[src/rtl/ctrgen_pkg.sv]
package ctrgen_pkg;
   typedef enum logic [1:0] {
      ST_IDLE  = 2'd0,
      ST_LOAD  = 2'd1,
      ST_WAIT  = 2'd2,
      ST_VALID = 2'd3
   } seq_state_t;
endpackage

[src/rtl/ctrgen_nonce.sv]
module ctrgen_nonce #(
   parameter int PRI_W  = 8,
   parameter int ADDR_W = 48,
   parameter int PN_W   = 48,
   localparam int NONCE_W = PRI_W + ADDR_W + PN_W
) (
   input  logic               clk,
   input  logic               rst_n,
   input  logic               load_i,
   input  logic [PRI_W-1:0]   prio_i,
   input  logic [ADDR_W-1:0]  addr_i,
   input  logic [PN_W-1:0]    pn_i,
   output logic [NONCE_W-1:0] nonce_o
);
   // Order is fixed: priority, address, then packet number (MSB first).
   always_ff @(posedge clk or negedge rst_n) begin
      if (!rst_n)
         nonce_o <= '0;
      else if (load_i)
         nonce_o <= {prio_i, addr_i, pn_i};
   end
endmodule

[src/rtl/ctrgen_count.sv]
module ctrgen_count #(
   parameter int CNT_W = 16
) (
   input  logic             clk,
   input  logic             rst_n,
   input  logic             clear_i,
   input  logic             step_i,
   output logic [CNT_W-1:0] count_o
);
   // Natural modulo-2^CNT_W wrap.
   always_ff @(posedge clk or negedge rst_n) begin
      if (!rst_n)
         count_o <= '0;
      else if (clear_i)
         count_o <= '0;
      else if (step_i)
         count_o <= count_o + 1'b1;
   end
endmodule

[src/rtl/ctrgen_seq.sv]
module ctrgen_seq
   import ctrgen_pkg::*;
#(
   parameter int WAIT_CYCLES = 10
) (
   input  logic clk,
   input  logic rst_n,
   input  logic start_i,
   input  logic adv_i,
   output logic load_o,
   output logic step_o,
   output logic valid_o
);
   seq_state_t state_q, state_d;
   logic       wait_done;

   generate
      if (WAIT_CYCLES > 1) begin : g_wait_cnt
         localparam int WC_W = $clog2(WAIT_CYCLES);
         logic [WC_W-1:0] wcnt_q;
         always_ff @(posedge clk or negedge rst_n) begin
            if (!rst_n)
               wcnt_q <= '0;
            else if (state_q != ST_WAIT)
               wcnt_q <= '0;
            else
               wcnt_q <= wcnt_q + 1'b1;
         end
         assign wait_done = (wcnt_q == WC_W'(WAIT_CYCLES - 1));
      end else begin : g_wait_one
         assign wait_done = 1'b1;
      end
   endgenerate

   always_comb begin
      state_d = state_q;
      if (start_i)
         state_d = ST_LOAD;
      else begin
         unique case (state_q)
            ST_IDLE:  state_d = ST_IDLE;
            ST_LOAD:  state_d = ST_WAIT;
            ST_WAIT:  if (wait_done) state_d = ST_VALID;
            ST_VALID: if (adv_i) state_d = ST_WAIT;
            default:  state_d = ST_IDLE;
         endcase
      end
   end

   always_ff @(posedge clk or negedge rst_n) begin
      if (!rst_n)
         state_q <= ST_IDLE;
      else
         state_q <= state_d;
   end

   assign load_o  = start_i;
   assign step_o  = (state_q == ST_VALID) && adv_i && !start_i;
   assign valid_o = (state_q == ST_VALID);
endmodule

[src/rtl/ccm_ctr_blockgen.sv]
module ccm_ctr_blockgen #(
   parameter int PRI_W       = 8,
   parameter int ADDR_W      = 48,
   parameter int PN_W        = 48,
   parameter int CNT_W       = 16,
   parameter int WAIT_CYCLES = 10,
   localparam int NONCE_W = PRI_W + ADDR_W + PN_W,
   localparam int BLK_W   = 8 + NONCE_W + CNT_W
) (
   input  logic              clk,
   input  logic              rst_n,
   input  logic              start_i,
   input  logic [PRI_W-1:0]  prio_i,
   input  logic [ADDR_W-1:0] addr_i,
   input  logic [PN_W-1:0]   pn_i,
   input  logic              adv_i,
   output logic [BLK_W-1:0]  blk_o,
   output logic              valid_o
);
   localparam int        CNT_OCTETS = CNT_W / 8;
   localparam logic [7:0] FLAGS     = 8'(CNT_OCTETS - 1);

   generate
      if (CNT_W < 8 || CNT_W > 64 || (CNT_W % 8) != 0) begin : g_bad_cnt
         $error("CNT_W must be a whole number of octets between 8 and 64");
      end
      if (WAIT_CYCLES < 1) begin : g_bad_wait
         $error("WAIT_CYCLES must be at least 1");
      end
      if ((PRI_W % 8) != 0 || (ADDR_W % 8) != 0 || (PN_W % 8) != 0) begin : g_bad_nonce
         $error("nonce fields must be whole octets");
      end
   endgenerate

   logic               load_w, step_w;
   logic [NONCE_W-1:0] nonce_w;
   logic [CNT_W-1:0]   count_w;

   ctrgen_seq #(.WAIT_CYCLES(WAIT_CYCLES)) u_seq (
      .clk     (clk),
      .rst_n   (rst_n),
      .start_i (start_i),
      .adv_i   (adv_i),
      .load_o  (load_w),
      .step_o  (step_w),
      .valid_o (valid_o)
   );

   ctrgen_nonce #(.PRI_W(PRI_W), .ADDR_W(ADDR_W), .PN_W(PN_W)) u_nonce (
      .clk     (clk),
      .rst_n   (rst_n),
      .load_i  (load_w),
      .prio_i  (prio_i),
      .addr_i  (addr_i),
      .pn_i    (pn_i),
      .nonce_o (nonce_w)
   );

   ctrgen_count #(.CNT_W(CNT_W)) u_count (
      .clk     (clk),
      .rst_n   (rst_n),
      .clear_i (load_w),
      .step_i  (step_w),
      .count_o (count_w)
   );

   assign blk_o = {FLAGS, nonce_w, count_w};
endmodule

[config.mk]
export PLATFORM = sky130hd
export DESIGN_NAME = ccm_ctr_blockgen
export DESIGN_NICKNAME = d
export VERILOG_FILES = /design/src/rtl/ctrgen_pkg.sv /design/src/rtl/ctrgen_nonce.sv /design/src/rtl/ctrgen_count.sv /design/src/rtl/ctrgen_seq.sv /design/src/rtl/ccm_ctr_blockgen.sv
export SDC_FILE = /design/constraint.sdc
export NUM_CORES = 1
export LEC_CHECK = 0
export BUFFER_PORTS_ARGS = -buffer_cell sky130_fd_sc_hd__buf_2
export CORE_UTILIZATION = 50
export CTS_CLUSTER_SIZE = 28
export DETAILED_ROUTE_END_ITERATION = 16
export PLACE_DENSITY = 0.85
export SETUP_SLACK_MARGIN = 0.02
export SLEW_MARGIN = 15
export SYNTH_ARGS = -nofsm -noshare
export SYNTH_HDL_FRONTEND = slang
export SYNTH_SLANG_ARGS = --single-unit
[constraint.sdc]
create_clock -name clk -period 2.9 [get_ports clk]
set_clock_uncertainty 0.15 [all_clocks]
set_input_delay 0.29 -clock clk [delete_from_list [all_inputs] [get_ports clk]]
set_output_delay 0.29 -clock clk [all_outputs]
set_load 0.01 [all_outputs]
==> run metrics <==
drt drc 0; Syn Area/Cell 14.8 µm²; RSZ-0062 raised after global routing no; Top delay family on crit path flip-flops; TritonCTS Sinks 126; FF-to-FF path depth 4; hold path start adv_i; clock power share 0.430; DR iter-0 viols 104; Pre-antenna DRT Iters 4; crit-path max FO 6; drt via density 5.05; CP max stage cell dfrtp_1; Peak VDD IR 0.420 mV; startpoint class of the critical path register; standard-cell row count 36; RR Startpoint u_seq.state_q[0]; fin. max-slew vios 0; CP endpoint kind primary output; Final setup violation count 0; cell taking the most area after synthesis dfrtp_1; largest net degree at the start of global routing 52; Die Ht 102 µm; top-area cell type share of the netlist area 0.629; clk_lat worst skew 0.50 ns; hpwl dp 8240 µm; final antenna-violating net count 0; crit-path cells and2_2, buf_2; Reg area 3150 µm²; fmax 577 MHz; Cell variety after synth 33; number of flops mapped to enable cells by yosys 0; num ports 237; Max H-tree Level 4; Cells on Worst Hold Path 4; Fin Setup TNS 0 ns; CTS buffer count 17; Power Total 4.76 mW; top cells by area, synth dfrtp_1, mux2_2, buf_4; # Post-CTS Setup Buffers 0; Reg clk slew, reported paths 0.05 ns; Longest Clk Path Bufs 2; Hold Path Class input pin to register; CTS tree yes; area occupied by multi-input gates 1740 µm²; drt total wl 15,200 µm; Worst Max-Slew Pin Slew 0.519 ns; post-synthesis register bit count 126; GPL Wtd Cong 0.758; Int Power 3.58 mW; mux contribution to synthesized area 0.238; Crit path largest cell delay 0.43 ns; grt total ovfl 0; pwr dens 601 nW/µm²; worst path bufs/invs 1; vias after detailed routing 4,169; status complete, no violations; Netlist Area Pre-Place 5020 µm²; Fin. Hold Viols 0; layout cells sized above 1 0.545; dominant synthesized flop cell dfrtp_1; CP Data Arrival Time 1.29 ns; PortBufs 228; vias in the first global route 4,526; cell with the most instances after synthesis dfrtp_1; Initial Util 0.516; Worst Path Class, Setup register to primary output; Required @ worst endpoint 2.46 ns; XOR/XNOR Fraction of Synth Area 0.0210; largest family of logic cells by synthesized area multiplexers; Die W 102 µm; die area 10,400 µm²; Warnings, synthesis 0; Seq/Total Area, Yosys 0.629; clk root buf clkbuf_8; global-route wire length before repair 22,700 µm; WL per Instance 18.5 µm; Post-Synth Adder-Cell Area 0.00748; worst setup path startpoint u_seq.state_q[0]; Sw Ratio 0.248; Synth Area in Compound Gates 0.0120; simple logic cell fraction of the synthesized area 0.0624; leading cell types by count after synthesis dfrtp_1, mux2_2, nor2_1; sequential share of power 0.421; P&R area growth vs syn 57.9%; # fillers 490; Comb pwr share 0.149; Synth async-reset ratio 1.00; worst reg-to-reg setup slack 1.22 ns; core area 9730 µm²; Post-Syn Instances 338; switching pwr 1.18 mW; post-route cell area 7920 µm²; slew margin rel. 0.654; reg-to-reg endpoint u_count.count_o[12]; initial antenna violation count 0; Placed Instance Area 6290 µm²; Final min period 1.73 ns; maximum capacitance violations 0; Hold Path Sink u_count.count_o[2]; Lkg Pwr 3.84 nW; Global Route Usage Sum 0.300; fin crit share 0.598; fin nets 790
-- power groups by stage --
stage	Clock, mW	Combinational (mW)	Sequential [mW]
after floorplan	0	0.203	2.08
after global placement	0	0.552	2.01
after detailed placement	0	0.571	2.02
after CTS	2.06	0.687	1.99
after global routing	2.15	0.761	2.02
final	2.05	0.710	2.00
-- kinds of logic (layout without fill, tap and decap cells) --
kind of cell    count (synthesis)  in the layout
compound gates                 10             10
xor+xnor                       12             12
fa+ha+maj                       3              3
buf+inv                        26            374
flops                         126            126
mux                           106            106
other cells                     2              9
simple gates                   53             53
-- layout by cell type (no fill, tap or decap), types with 2 or more instances in the layout --
cell type,count
buf_4,4
o21ai_0,3
clkinv_4,2
dlygate4sd3_1,105
dfrtp_1,126
ha_1,3
nand3_1,7
mux2_2,105
clkinv_2,4
buf_2,226
xnor2_1,5
bufinv_16,2
and4_1,2
buf_12,3
and3_1,2
xor2_1,7
or3_1,2
clkinvlp_4,2
nor3_1,3
a21oi_1,4
inv_1,4
clkbuf_16,16
nor4_2,2
conb_1,8
nand2_1,3
nand4_1,5
nor2_1,19
clkbuf_1,2
clkbuf_8,4
-- worst min-delay path, cell delays in order --
cell,delay (ns)
buf_2,0.12
nand3_1,0.09
xor2_1,0.07
nor2_1,0.07
-- layout make-up --
class                           instances  area share
Timing Repair Buffer                  338       0.287
Clock inverter                         10      0.0142
Multi-Input combinational cell        192       0.219
Tap cell                              133      0.0210
Sequential cell                       126       0.398
Antenna cell                            1    0.000316
Inverter                                4     0.00190
Clock buffer                           22      0.0584
-- repair_timing --
action,CTS,global route
endpoints found under the hold margin,139,0
hold buffers,105,0
resized for setup,0,0
-- metal layers --
layer,vias up,GRT usage,wire length (µm)
met5,-,0,0
met4,0,0.188,594
met3,51,0.0951,1030
met2,209,0.528,8280
met1,2059,0.310,5340
li1,1850,-,-
-- state kept, by name (all words and copies together), names as in the netlist --
signal and flops:
u_nonce.nonce_o 104, u_seq.state_q 2, u_seq.g_wait_cnt.wcnt_q 4, u_count.count_o 16
-- through the flow --
stage	worst slack [ns]	hold WS, ns	instances	util
floorplan	1.32	-0.156	344	-
global placement	1.24	0.131	688	0.647
detailed placement	1.21	0.135	688	0.647
CTS	1.14	0.0134	825	0.814
global route	1.12	0.0479	825	0.814
finish	1.17	0.0400	826	0.814
-- worst max-delay path by stage --
stage / to / cells past startpoint
after CTS: valid_o / 2
after global placement: u_count.count_o[15] / 5
after detailed placement: u_nonce.nonce_o[8] / 3
after floorplan: u_count.count_o[12] / 4
after global routing: valid_o / 2
final: valid_o / 2
(Power assumes the default switching activity.)
